**src/rtl/mcpu_pkg.sv**
```systemverilog
package mcpu_pkg;

    localparam int unsigned OPW = 4;

    localparam logic [OPW-1:0] OP_LDD = 4'h0;
    localparam logic [OPW-1:0] OP_STD = 4'h1;
    localparam logic [OPW-1:0] OP_STI = 4'h2;
    localparam logic [OPW-1:0] OP_LDI = 4'h3;
    localparam logic [OPW-1:0] OP_ADD = 4'h4;
    localparam logic [OPW-1:0] OP_SUB = 4'h5;
    localparam logic [OPW-1:0] OP_JZ  = 4'h6;

    typedef enum logic [2:0] {
        PH_FETCH,
        PH_DECODE,
        PH_OPERAND,
        PH_EXECUTE,
        PH_STORE
    } phase_e;

    typedef enum logic [1:0] {
        AS_PC,
        AS_DIRECT,
        AS_INDIRECT
    } addr_sel_e;

    function automatic logic op_writes_reg(input logic [OPW-1:0] op);
        return (op == OP_LDD) || (op == OP_LDI) || (op == OP_ADD) || (op == OP_SUB);
    endfunction

    function automatic logic op_writes_mem(input logic [OPW-1:0] op);
        return (op == OP_STD) || (op == OP_STI);
    endfunction

endpackage

```
**src/rtl/mcpu_regfile.sv**
```systemverilog
module mcpu_regfile #(
    parameter int NREG = 16,
    parameter int DW   = 8,
    localparam int SELW = $clog2(NREG)
) (
    input  logic            clk,
    input  logic            rst,
    input  logic            we,
    input  logic [SELW-1:0] wsel,
    input  logic [DW-1:0]   wdata,
    input  logic [SELW-1:0] rsel_a,
    output logic [DW-1:0]   rdata_a,
    input  logic [SELW-1:0] rsel_b,
    output logic [DW-1:0]   rdata_b
);

    logic [NREG-1:0][DW-1:0] bank;

    for (genvar g = 0; g < NREG; g++) begin : g_cell
        logic [DW-1:0] cell_q;
        always_ff @(posedge clk) begin
            if (rst) begin
                cell_q <= '0;
            end else if (we && (wsel == SELW'(g))) begin
                cell_q <= wdata;
            end
        end
        assign bank[g] = cell_q;
    end

    assign rdata_a = bank[rsel_a];
    assign rdata_b = bank[rsel_b];

endmodule

```
**src/rtl/mcpu_alu.sv**
```systemverilog
module mcpu_alu
    import mcpu_pkg::*;
#(
    parameter int DW = 8,
    parameter int AW = 8
) (
    input  logic [OPW-1:0] op,
    input  logic [DW-1:0]  opa,
    input  logic [DW-1:0]  opb,
    input  logic [AW-1:0]  field,
    input  logic [DW-1:0]  mem_val,
    input  logic [AW-1:0]  pc,
    output logic [DW-1:0]  result,
    output logic [AW-1:0]  pc_next
);

    logic opa_zero;

    assign opa_zero = (opa == '0);

    always_comb begin
        unique case (op)
            OP_LDD:  result = mem_val;
            OP_LDI:  result = DW'(field);
            OP_ADD:  result = opa + opb;
            OP_SUB:  result = opa - opb;
            default: result = opa;
        endcase
    end

    // the field is two's complement; modulo-2^AW addition wraps both ways
    always_comb begin
        if ((op == OP_JZ) && opa_zero) begin
            pc_next = pc + field;
        end else begin
            pc_next = pc + AW'(1);
        end
    end

endmodule

```
**src/rtl/mcpu_seq.sv**
```systemverilog
module mcpu_seq
    import mcpu_pkg::*;
(
    input  logic           clk,
    input  logic           rst,
    input  logic [OPW-1:0] opcode,
    output phase_e         phase,
    output logic           ir_load,
    output logic           opnd_load,
    output logic           res_load,
    output logic           rf_we,
    output logic           pc_load,
    output logic           mem_we,
    output addr_sel_e      addr_sel
);

    phase_e phase_q;
    phase_e phase_d;

    // state register
    always_ff @(posedge clk) begin
        if (rst) begin
            phase_q <= PH_FETCH;
        end else begin
            phase_q <= phase_d;
        end
    end

    // next phase
    always_comb begin
        unique case (phase_q)
            PH_FETCH:   phase_d = PH_DECODE;
            PH_DECODE:  phase_d = PH_OPERAND;
            PH_OPERAND: phase_d = PH_EXECUTE;
            PH_EXECUTE: phase_d = PH_STORE;
            PH_STORE:   phase_d = PH_FETCH;
            default:    phase_d = PH_FETCH;
        endcase
    end

    // phase outputs
    always_comb begin
        ir_load   = 1'b0;
        opnd_load = 1'b0;
        res_load  = 1'b0;
        rf_we     = 1'b0;
        pc_load   = 1'b0;
        mem_we    = 1'b0;
        addr_sel  = AS_PC;
        unique case (phase_q)
            PH_FETCH: begin
                addr_sel = AS_PC;
            end
            PH_DECODE: begin
                ir_load = 1'b1;
            end
            PH_OPERAND: begin
                opnd_load = 1'b1;
                addr_sel  = AS_DIRECT;
            end
            PH_EXECUTE: begin
                res_load = 1'b1;
            end
            PH_STORE: begin
                pc_load = 1'b1;
                rf_we   = op_writes_reg(opcode);
                mem_we  = op_writes_mem(opcode);
                if (opcode == OP_STI) begin
                    addr_sel = AS_INDIRECT;
                end else if (opcode == OP_STD) begin
                    addr_sel = AS_DIRECT;
                end else begin
                    addr_sel = AS_PC;
                end
            end
            default: begin
                addr_sel = AS_PC;
            end
        endcase
    end

    assign phase = phase_q;

endmodule

```
**src/rtl/mcpu_core.sv**
```systemverilog
module mcpu_core
    import mcpu_pkg::*;
#(
    parameter int IW   = 16,
    parameter int DW   = 8,
    parameter int NREG = 16,
    localparam int AW  = IW / 2
) (
    input  logic          clk,
    input  logic          rst,
    output logic [AW-1:0] mem_addr,
    output logic [IW-1:0] mem_wdata,
    input  logic [IW-1:0] mem_rdata,
    output logic          mem_we
);

    localparam int SELW  = $clog2(NREG);
    localparam int RN_LO = 8;
    localparam int RM_LO = 4;

    logic [AW-1:0]  pc_q;
    logic [IW-1:0]  ir_q;
    logic [DW-1:0]  opa_q;
    logic [DW-1:0]  opb_q;
    logic [DW-1:0]  res_q;

    logic [OPW-1:0] opcode;
    logic [SELW-1:0] rn_sel;
    logic [SELW-1:0] rm_sel;
    logic [AW-1:0]  field;
    logic [DW-1:0]  rf_a;
    logic [DW-1:0]  rf_b;
    logic [DW-1:0]  alu_res;
    logic [AW-1:0]  pc_next;

    phase_e    phase_w;
    addr_sel_e addr_sel;
    logic      ir_load;
    logic      opnd_load;
    logic      res_load;
    logic      rf_we;
    logic      pc_load;

    assign opcode = ir_q[IW-1 -: OPW];
    assign rn_sel = ir_q[RN_LO +: SELW];
    assign rm_sel = ir_q[RM_LO +: SELW];
    assign field  = ir_q[AW-1:0];

    mcpu_seq u_seq (
        .clk       (clk),
        .rst       (rst),
        .opcode    (opcode),
        .phase     (phase_w),
        .ir_load   (ir_load),
        .opnd_load (opnd_load),
        .res_load  (res_load),
        .rf_we     (rf_we),
        .pc_load   (pc_load),
        .mem_we    (mem_we),
        .addr_sel  (addr_sel)
    );

    mcpu_regfile #(
        .NREG (NREG),
        .DW   (DW)
    ) u_rf (
        .clk     (clk),
        .rst     (rst),
        .we      (rf_we),
        .wsel    (rn_sel),
        .wdata   (res_q),
        .rsel_a  (rn_sel),
        .rdata_a (rf_a),
        .rsel_b  (rm_sel),
        .rdata_b (rf_b)
    );

    mcpu_alu #(
        .DW (DW),
        .AW (AW)
    ) u_alu (
        .op      (opcode),
        .opa     (opa_q),
        .opb     (opb_q),
        .field   (field),
        .mem_val (mem_rdata[DW-1:0]),
        .pc      (pc_q),
        .result  (alu_res),
        .pc_next (pc_next)
    );

    always_ff @(posedge clk) begin
        if (rst) begin
            pc_q  <= '0;
            ir_q  <= '0;
            opa_q <= '0;
            opb_q <= '0;
            res_q <= '0;
        end else begin
            if (ir_load) begin
                ir_q <= mem_rdata;
            end
            if (opnd_load) begin
                opa_q <= rf_a;
                opb_q <= rf_b;
            end
            if (res_load) begin
                res_q <= alu_res;
            end
            if (pc_load) begin
                pc_q <= pc_next;
            end
        end
    end

    always_comb begin
        unique case (addr_sel)
            AS_PC:       mem_addr = pc_q;
            AS_DIRECT:   mem_addr = field;
            AS_INDIRECT: mem_addr = opa_q[AW-1:0];
            default:     mem_addr = pc_q;
        endcase
    end

    assign mem_wdata = IW'((addr_sel == AS_INDIRECT) ? opb_q : opa_q);

endmodule

```
**config.mk**
```make
export PLATFORM = sky130hd
export DESIGN_NAME = mcpu_core
export DESIGN_NICKNAME = d
export VERILOG_FILES = /design/src/rtl/mcpu_pkg.sv /design/src/rtl/mcpu_regfile.sv /design/src/rtl/mcpu_alu.sv /design/src/rtl/mcpu_seq.sv /design/src/rtl/mcpu_core.sv
export SDC_FILE = /design/constraint.sdc
export NUM_CORES = 1
export LEC_CHECK = 0
export ABC_AREA = 1
export BUFFER_PORTS_ARGS = -buffer_cell sky130_fd_sc_hd__buf_4
export CORE_MARGIN = 4
export CORE_UTILIZATION = 42
export CTS_BUF_LIST = sky130_fd_sc_hd__clkbuf_8
export CTS_CLUSTER_DIAMETER = 30
export DETAILED_ROUTE_END_ITERATION = 16
export GPL_ROUTABILITY_DRIVEN = 0
export GPL_TIMING_DRIVEN = 0
export PLACE_DENSITY_LB_ADDON = 0.05
export SYNTH_ARGS = -nofsm -noshare
export SYNTH_HDL_FRONTEND = slang
export SYNTH_SLANG_ARGS = --single-unit
export TNS_END_PERCENT = 5
```
**constraint.sdc**
```tcl
create_clock -name clk -period 4.4 [get_ports clk]
set_clock_uncertainty 0.15 [all_clocks]
set_input_delay 0.44 -clock clk [delete_from_list [all_inputs] [get_ports clk]]
set_output_delay 0.44 -clock clk [all_outputs]
set_load 0.05 [all_outputs]
```
==> results of run 1 <==
[critical path, stage by stage (launching register included)]
cell	delay [ns]
sky130_fd_sc_hd__dfxtp_1	0.46
sky130_fd_sc_hd__inv_2	0.05
sky130_fd_sc_hd__nor3_2	0.23
sky130_fd_sc_hd__buf_2	0.31
sky130_fd_sc_hd__inv_2	0.14
sky130_fd_sc_hd__nor4_1	0.40
sky130_fd_sc_hd__nor2_1	0.11
sky130_fd_sc_hd__inv_1	0.08
sky130_fd_sc_hd__ha_1	0.26
sky130_fd_sc_hd__inv_1	0.11
sky130_fd_sc_hd__clkbuf_1	0.34
sky130_fd_sc_hd__nor2_1	0.10
sky130_fd_sc_hd__a21oi_1	0.20
sky130_fd_sc_hd__buf_4	0.24
[per-stage QoR]
step           utilization, %  hold slack [ns]  total power [mW]  setup WS (ns)  instances
2_1_floorplan               -            0.291              2.26          0.889       1423
3_3_place_gp             45.5            0.302              2.53          0.740       1742
3_5_place_dp             45.5            0.308              2.53          0.743       1742
4_1_cts                  47.4           0.0298              3.78          0.220       1774
5_1_grt                  47.4           0.0352              3.94         0.0132       1774
6_report                 47.4           0.0387              3.81          0.291       1774
[sequential cells by signal, indices dropped and copies added, names as in the netlist]
| register | flops |
|---|---|
| ir_q | 16 |
| opb_q | 8 |
| u_rf.g_cell.cell_q | 128 |
| opa_q | 8 |
| res_q | 8 |
| u_seq.phase | 3 |
| pc_q | 8 |
[area by class of cell]
| cell class | instances | area [um^2] |
|---|---|---|
| well taps | 285 | 357 |
| plain buffers | 100 | 443 |
| clock buffers | 20 | 275 |
| fillers | 2442 | 11900 |
| clock inverters | 12 | 155 |
| flip-flops and latches | 179 | 3580 |
| inverters | 218 | 818 |
| repair buffers | 34 | 255 |
| multi-input cells | 926 | 4890 |
[layout by cell type (no fill, tap or decap), drive strengths merged, types with 2 or more instances in the layout]
cell,count
o21ai,274
a21oi,236
inv,223
dfxtp,179
nand2,120
clkbuf,91
nand3,89
o22ai,67
buf,63
nor2,59
o211ai,19
ha,17
nor3,9
conb,8
xor2,7
nand4,6
clkinv,5
or2,4
a31oi,2
xnor2,2
fa,2
bufinv,2
[repair_timing]
action	CTS	global route
resized for setup	0	1
setup endpoints to repair	0	4
setup buffers	0	0
[cells by family (layout without fill, tap and decap cells)]
family	after synthesis	in the layout	synth area share [%]
AOI/OAI and AO/OA	602	602	32.5
and+or+nand+nor	288	288	14.1
adders and majority gates	19	19	2.61
DFF	179	179	36.9
xor gates and xnor gates	9	9	0.813
other	1	8	0.0387
buffers and inverters	318	384	13.0
[final timing paths]
kind,start,endpoint
worst max-delay path,u_seq.phase[2],mem_addr[5]
worst min-delay path,mem_rdata[15],ir_q[15]
worst max register to register,opa_q[4],pc_q[6]
worst min register to register,u_rf.g_cell[12].cell_q[0],u_rf.g_cell[12].cell_q[0]
[power by group]
group	internal, mW	leakage (nW)	switching (mW)	total, mW
registers	1.65	1.45	0.0449	1.70
logic	0.233	2.40	0.598	0.831
clock network	0.575	0.222	0.702	1.28
total	2.46	4.07	1.34	3.81
[metal layers]
layer | track usage [%] | vias up
li1 | - | 4931
met1 | 41.3 | 4730
met2 | 41.0 | 568
met3 | 5.78 | 116
met4 | 13.4 | 0
met5 | 0 | -
[cells in the mapped netlist (2+ instances only)]
master	instances	area, um^2
sky130_fd_sc_hd__buf_2	18	90.1
sky130_fd_sc_hd__o22ai_1	67	419
sky130_fd_sc_hd__nand2_2	13	81.3
sky130_fd_sc_hd__inv_2	9	33.8
sky130_fd_sc_hd__nor3_2	3	30.0
sky130_fd_sc_hd__nor3_1	6	30.0
sky130_fd_sc_hd__o21ai_1	40	200
sky130_fd_sc_hd__nor2_1	52	195
sky130_fd_sc_hd__dfxtp_1	179	3580
sky130_fd_sc_hd__nand3_2	2	20.0
sky130_fd_sc_hd__fa_1	2	40.0
sky130_fd_sc_hd__inv_1	205	769
sky130_fd_sc_hd__nand2_1	103	387
sky130_fd_sc_hd__or2_2	3	18.8
sky130_fd_sc_hd__xnor2_1	2	17.5
sky130_fd_sc_hd__clkinv_1	4	15.0
sky130_fd_sc_hd__nor2_4	3	33.8
sky130_fd_sc_hd__o21ai_0	234	1170
sky130_fd_sc_hd__nand3_1	87	435
sky130_fd_sc_hd__clkbuf_1	71	267
sky130_fd_sc_hd__ha_1	17	213
sky130_fd_sc_hd__a21oi_1	236	1180
sky130_fd_sc_hd__buf_4	8	60.1
sky130_fd_sc_hd__nand2_4	4	45.0
sky130_fd_sc_hd__o211ai_1	19	143
sky130_fd_sc_hd__nor2_2	3	18.8
sky130_fd_sc_hd__xor2_1	7	61.3
sky130_fd_sc_hd__a31oi_1	2	12.5
sky130_fd_sc_hd__buf_6	2	22.5
sky130_fd_sc_hd__nand4_1	6	37.5
==> run_summary.xml, run 1 <==
<?xml version="1.0" encoding="UTF-8"?>
<metrics>
  <group name="grt">
    <metric name="grt_first_pass_wirelength" unit="mm">56.6</metric>
    <metric name="grtUsageTotal" unit="%">28.7</metric>
    <metric name="grt_overflow" unit="">0</metric>
    <metric name="grt_antenna_before_repair" unit="">0</metric>
    <metric name="grt_start_max_net_pins" unit="">18</metric>
    <metric name="grt_pass1_vias" unit="">9276</metric>
  </group>
  <group name="hold_path">
    <metric name="worstHoldPathType" unit="">input port to register</metric>
    <metric name="hold_depth" unit="">3</metric>
  </group>
  <group name="setup_path">
    <metric name="r2r.worst_path.cells" unit="">16</metric>
    <metric name="worstSetupStartpointType" unit="">register</metric>
    <metric name="timing_worst_setup_path_type" unit="">register to primary output</metric>
    <metric name="path_max_fanout" unit="">10</metric>
    <metric name="cp_data_arrival_time" unit="ns">3.52</metric>
    <metric name="rrSetupSlack" unit="ns">1.24</metric>
    <metric name="worst-endpoint-required" unit="ns">3.81</metric>
    <metric name="critical_path.endpoint_type" unit="">primary output</metric>
  </group>
  <group name="job">
    <metric name="maxCapViolCount" unit="">0</metric>
  </group>
  <group name="placement">
    <metric name="io_buffer_count" unit="">34</metric>
    <metric name="dpl.hpwl" unit="mm">28.3</metric>
    <metric name="post_dp_cell_area" unit="mm^2">0.0103</metric>
  </group>
  <group name="die">
    <metric name="dieHeight" unit="um">160</metric>
    <metric name="fp-row-count" unit="">55</metric>
    <metric name="core" unit="mm^2">0.0227</metric>
    <metric name="floorplan.initialDensity" unit="%">42.7</metric>
    <metric name="die-area" unit="mm^2">0.0256</metric>
    <metric name="die_w" unit="um">160</metric>
    <metric name="top_level_ports" unit="">43</metric>
  </group>
  <group name="yosys">
    <metric name="synth.yosys.seq_area_share" unit="%">36.9</metric>
    <metric name="syn-cell-area" unit="mm^2">0.00970</metric>
    <metric name="number_of_enable_flip_flop_cells_after_synthesis" unit="">0</metric>
    <metric name="avgSynthCellArea" unit="um^2">6.85</metric>
    <metric name="postSynth.asyncResetShare" unit="%">0</metric>
    <metric name="yosys_warnings" unit="">0</metric>
    <metric name="post_synth_inst_count" unit="">1416</metric>
    <metric name="synth_cell_types" unit="">39</metric>
    <metric name="synth.ff_latch_count" unit="">179</metric>
    <metric name="ys.flop_type" unit="">sky130_fd_sc_hd__dfxtp_1</metric>
  </group>
  <group name="final_layout">
    <metric name="post_route_cells_drive_above_1_share" unit="%">9.13</metric>
    <metric name="nNetsFinal" unit="">1513</metric>
    <metric name="n_antenna_cell" unit="">0</metric>
    <metric name="final_area" unit="mm^2">0.0108</metric>
    <metric name="syn_to_final_growth" unit="%">11.1</metric>
  </group>
  <group name="clock_network">
    <metric name="cts.sinks" unit="">179</metric>
    <metric name="cts-buffers-inserted" unit="">17</metric>
    <metric name="cts_max_level" unit="">4</metric>
    <metric name="clk_path_buf_depth" unit="">2</metric>
    <metric name="tritoncts" unit="">built</metric>
    <metric name="clock_latency" unit="ns">0.48</metric>
    <metric name="cts-root-buf" unit="">sky130_fd_sc_hd__clkbuf_8</metric>
    <metric name="clock_edge_transition_at_the_registers_on_the_reported_setup_and_hold_paths" unit="ns">0.10</metric>
    <metric name="cts_hold_buf" unit="">0</metric>
  </group>
  <group name="detailed_routing">
    <metric name="wl_met3" unit="mm">3.88</metric>
    <metric name="wl_met1" unit="mm">16.7</metric>
    <metric name="detail_route.drc_violations" unit="">0</metric>
    <metric name="route.detailed.wl_per_inst" unit="um">21.4</metric>
    <metric name="ant_nets" unit="">0</metric>
    <metric name="drt-vias-per-instance" unit="">5.83</metric>
    <metric name="wl_met2" unit="mm">15.5</metric>
    <metric name="first_iter_violations" unit="">1253</metric>
    <metric name="detail_route.wirelength" unit="mm">38.0</metric>
    <metric name="num_vias" unit="">10300</metric>
    <metric name="routed.top_layer" unit="">met4</metric>
    <metric name="detailedRoute.firstPassIterationCount" unit="">7</metric>
  </group>
  <group name="timing">
    <metric name="maxClockFrequency" unit="MHz">243</metric>
    <metric name="totalNegativeSetupSlack" unit="ns">0</metric>
    <metric name="slew-limit-headroom" unit="%">39.5</metric>
    <metric name="hold_fails_final_rpt" unit="">0</metric>
    <metric name="final_min_period_over_clock_period" unit="%">93.4</metric>
    <metric name="fin_crit" unit="ns">4.11</metric>
    <metric name="worst_pin_slew" unit="ns">0.907</metric>
    <metric name="final-setup-viol-count" unit="">0</metric>
    <metric name="setup_repair_after_global_routing_missed_its_margin" unit="">no</metric>
    <metric name="final_count_of_pins_violating_max_slew" unit="">0</metric>
  </group>
  <group name="power_and_ir_drop">
    <metric name="power_per_cell_area" unit="mW/mm^2">353</metric>
    <metric name="max-vdd-ir-drop" unit="V">0.000205</metric>
    <metric name="pleak" unit="nW">4.07</metric>
  </group>
  <group name="run_status">
    <metric name="outcome" unit="">finished, final reports clean</metric>
  </group>
</metrics>
Power figures use the tool's default switching activity.
==> run 2, diff against run 1 <==
--- a/config.mk
+++ b/config.mk
@@ -7,6 +7,8 @@
 export LEC_CHECK = 0
 export ABC_AREA = 1
 export BUFFER_PORTS_ARGS = -buffer_cell sky130_fd_sc_hd__buf_4
+export CELL_PAD_IN_SITES_DETAIL_PLACEMENT = 1
+export CELL_PAD_IN_SITES_GLOBAL_PLACEMENT = 1
 export CORE_MARGIN = 4
 export CORE_UTILIZATION = 42
 export CTS_BUF_LIST = sky130_fd_sc_hd__clkbuf_8
==> run 2 against run 1 <==
Core utilization about the same. Clock power about the same. Via count up 0.96%.
==> run_summary.xml, run 2 (synthesized netlist as in run 1, its figures left out) <==
<?xml version="1.0" encoding="UTF-8"?>
<metrics>
  <group name="final_layout">
    <metric name="reg_top3" unit="">u_rf.g_cell.cell_q x128, ir_q x16</metric>
    <metric name="registers.top_by_ff_count" unit="">u_rf.g_cell.cell_q</metric>
    <metric name="nNetsFinal" unit="">1513</metric>
    <metric name="largest_reg_flops" unit="">128</metric>
    <metric name="final_cell_mix" unit="">sky130_fd_sc_hd__a21oi_1 (236), sky130_fd_sc_hd__o21ai_0 (234), sky130_fd_sc_hd__inv_1 (207)</metric>
    <metric name="post_route_cells_drive_above_1_share" unit="%">9.07</metric>
    <metric name="syn_to_final_growth" unit="%">11.1</metric>
    <metric name="mostFrequentLayoutCell" unit="">sky130_fd_sc_hd__a21oi_1</metric>
  </group>
  <group name="clock_network">
    <metric name="post_cts_resized" unit="">0</metric>
    <metric name="cts.sinks" unit="">179</metric>
    <metric name="cts-buffers-inserted" unit="">17</metric>
    <metric name="clock_latency" unit="ns">0.49</metric>
    <metric name="clk_path_buf_depth" unit="">2</metric>
    <metric name="cts_max_level" unit="">4</metric>
    <metric name="tritoncts" unit="">built</metric>
    <metric name="post-cts-setup-buffer-count" unit="">0</metric>
    <metric name="cts_hold_buf" unit="">0</metric>
    <metric name="clock_edge_transition_at_the_registers_on_the_reported_setup_and_hold_paths" unit="ns">0.10</metric>
    <metric name="cts-root-buf" unit="">sky130_fd_sc_hd__clkbuf_8</metric>
  </group>
  <group name="timing">
    <metric name="final_count_of_pins_violating_max_slew" unit="">0</metric>
    <metric name="hold_fails_final_rpt" unit="">0</metric>
    <metric name="final-setup-viol-count" unit="">0</metric>
    <metric name="fin_crit" unit="ns">4.12</metric>
    <metric name="setup_repair_after_global_routing_missed_its_margin" unit="">no</metric>
    <metric name="maxClockFrequency" unit="MHz">243</metric>
    <metric name="final_min_period_over_clock_period" unit="%">93.6</metric>
    <metric name="totalNegativeSetupSlack" unit="ns">0</metric>
    <metric name="hold_slack" unit="ns">0.0306</metric>
    <metric name="slew-limit-headroom" unit="%">36.3</metric>
    <metric name="worst_pin_slew" unit="ns">0.956</metric>
  </group>
  <group name="setup_path">
    <metric name="r2r_start" unit="">opa_q[4]</metric>
    <metric name="worstSetupStartpointType" unit="">register</metric>
    <metric name="cp_data_arrival_time" unit="ns">3.53</metric>
    <metric name="critical_path.endpoint_type" unit="">primary output</metric>
    <metric name="worst-endpoint-required" unit="ns">3.81</metric>
    <metric name="r2r.worst_path.cells" unit="">16</metric>
    <metric name="worstReg2RegEnd" unit="">pc_q[6]</metric>
    <metric name="path_max_fanout" unit="">10</metric>
    <metric name="timing_worst_setup_path_type" unit="">register to primary output</metric>
    <metric name="rrSetupSlack" unit="ns">1.20</metric>
  </group>
  <group name="grt">
    <metric name="grt_first_pass_wirelength" unit="mm">61.2</metric>
    <metric name="grt_overflow" unit="">0</metric>
    <metric name="grtUsageTotal" unit="%">31.1</metric>
    <metric name="grt_start_max_net_pins" unit="">17</metric>
    <metric name="grt_antenna_before_repair" unit="">0</metric>
    <metric name="grt_pass1_vias" unit="">10200</metric>
  </group>
  <group name="detailed_routing">
    <metric name="detailedRoute.firstPassIterationCount" unit="">7</metric>
    <metric name="route.detailed.wl_per_inst" unit="um">22.8</metric>
    <metric name="drt-vias-per-instance" unit="">5.88</metric>
    <metric name="first_iter_violations" unit="">1127</metric>
    <metric name="detail_route.wirelength" unit="mm">40.5</metric>
    <metric name="num_vias" unit="">10400</metric>
    <metric name="detail_route.drc_violations" unit="">0</metric>
    <metric name="ant_nets" unit="">0</metric>
  </group>
  <group name="power_and_ir_drop">
    <metric name="fin_total_pwr" unit="mW">3.81</metric>
    <metric name="max-vdd-ir-drop" unit="V">0.000191</metric>
    <metric name="pleak" unit="nW">4.07</metric>
    <metric name="power_per_cell_area" unit="mW/mm^2">354</metric>
  </group>
  <group name="hold_path">
    <metric name="hold_depth" unit="">3</metric>
    <metric name="worstHoldPathType" unit="">input port to register</metric>
    <metric name="holdPathEnd" unit="">ir_q[15]</metric>
    <metric name="hold_path_origin" unit="">mem_rdata[15]</metric>
  </group>
  <group name="placement">
    <metric name="io_buffer_count" unit="">34</metric>
    <metric name="dpl.hpwl" unit="mm">30.8</metric>
  </group>
  <group name="die">
    <metric name="top_level_ports" unit="">43</metric>
    <metric name="core" unit="mm^2">0.0227</metric>
    <metric name="dieHeight" unit="um">160</metric>
    <metric name="floorplan.initialDensity" unit="%">42.7</metric>
    <metric name="die-area" unit="mm^2">0.0256</metric>
    <metric name="fp-row-count" unit="">55</metric>
    <metric name="die_w" unit="um">160</metric>
  </group>
  <group name="job">
    <metric name="maxCapViolCount" unit="">0</metric>
  </group>
  <group name="run_status">
    <metric name="outcome" unit="">finished, final reports clean</metric>
  </group>
</metrics>
==> run 2: cell count changes in the layout (fill, tap and decap cells not counted), sizes merged <==
cell / before / now
clkinv: 5 / 8
clkinvlp: 0 / 1
clkbuf: 91 / 89
inv: 223 / 220
diode: 0 / 1
bufinv: 2 / 3
==> run 2: layer usage <==
metal | share of wire, % | vias up | global-route usage (%)
met3 | 8.9 | 102 | 5.19
met2 | 43 | 458 | 47.2
met1 | 43 | 4969 | 43.6
li1 | - | 4915 | -
met5 | 0 | - | 0
met4 | 4.5 | 0 | 13.6
==> run 2: cell type report <==
type	instances	area (um^2)
fill	3048	11900
sequential	179	3580
buffer	100	443
clock buffer	18	248
timing repair buffer	34	255
multi-input combinational	926	4890
antenna	1	2.50
clock inverter	14	176
inverter	218	818
tap	285	357
==> run 2: worst max path at each step <==
stage / depth (start not counted) / startpoint / end
after global routing: 12 / u_seq.phase[2] / mem_addr[4]
after CTS: 11 / u_seq.phase[1] / mem_addr[5]
final: 12 / u_seq.phase[2] / mem_addr[5]
after detailed placement: 11 / u_seq.phase[1] / mem_addr[5]
after floorplan: 10 / u_seq.phase[2] / mem_addr[3]
after global placement: 11 / u_seq.phase[1] / mem_addr[5]
==> run 2: power by group <==
| part | internal [mW] | total, mW | leakage, nW | switching, mW |
|---|---|---|---|---|
| registers | 1.65 | 1.70 | 1.45 | 0.0466 |
| clock network | 0.586 | 1.27 | 0.220 | 0.680 |
| logic | 0.234 | 0.848 | 2.40 | 0.614 |
| total | 2.47 | 3.81 | 4.07 | 1.34 |
==> run 2: worst max-delay path, stage by stage (launching register included) <==
cell and delay [ns]:
sky130_fd_sc_hd__dfxtp_1 0.47, sky130_fd_sc_hd__inv_2 0.06, sky130_fd_sc_hd__nor3_2 0.25, sky130_fd_sc_hd__buf_2 0.31
sky130_fd_sc_hd__inv_2 0.15, sky130_fd_sc_hd__nor3_1 0.38, sky130_fd_sc_hd__inv_1 0.10, sky130_fd_sc_hd__ha_1 0.37
sky130_fd_sc_hd__inv_1 0.11, sky130_fd_sc_hd__clkbuf_1 0.35, sky130_fd_sc_hd__nor2_1 0.07, sky130_fd_sc_hd__a21oi_1 0.19
sky130_fd_sc_hd__buf_4 0.23
==> run 2: metrics by stage <==
| stage | setup WS, ns | instance area, um^2 | utilization [%] | instances |
|---|---|---|---|---|
| after floorplan | 0.889 | 9730 | - | 1423 |
| after global routing | 0.0176 | 10800 | 47.4 | 1774 |
| after global placement | 0.754 | 10300 | 45.5 | 1742 |
| final | 0.280 | 10800 | 47.5 | 1775 |
| after detailed placement | 0.713 | 10300 | 45.5 | 1742 |
| after CTS | 0.175 | 10800 | 47.4 | 1774 |
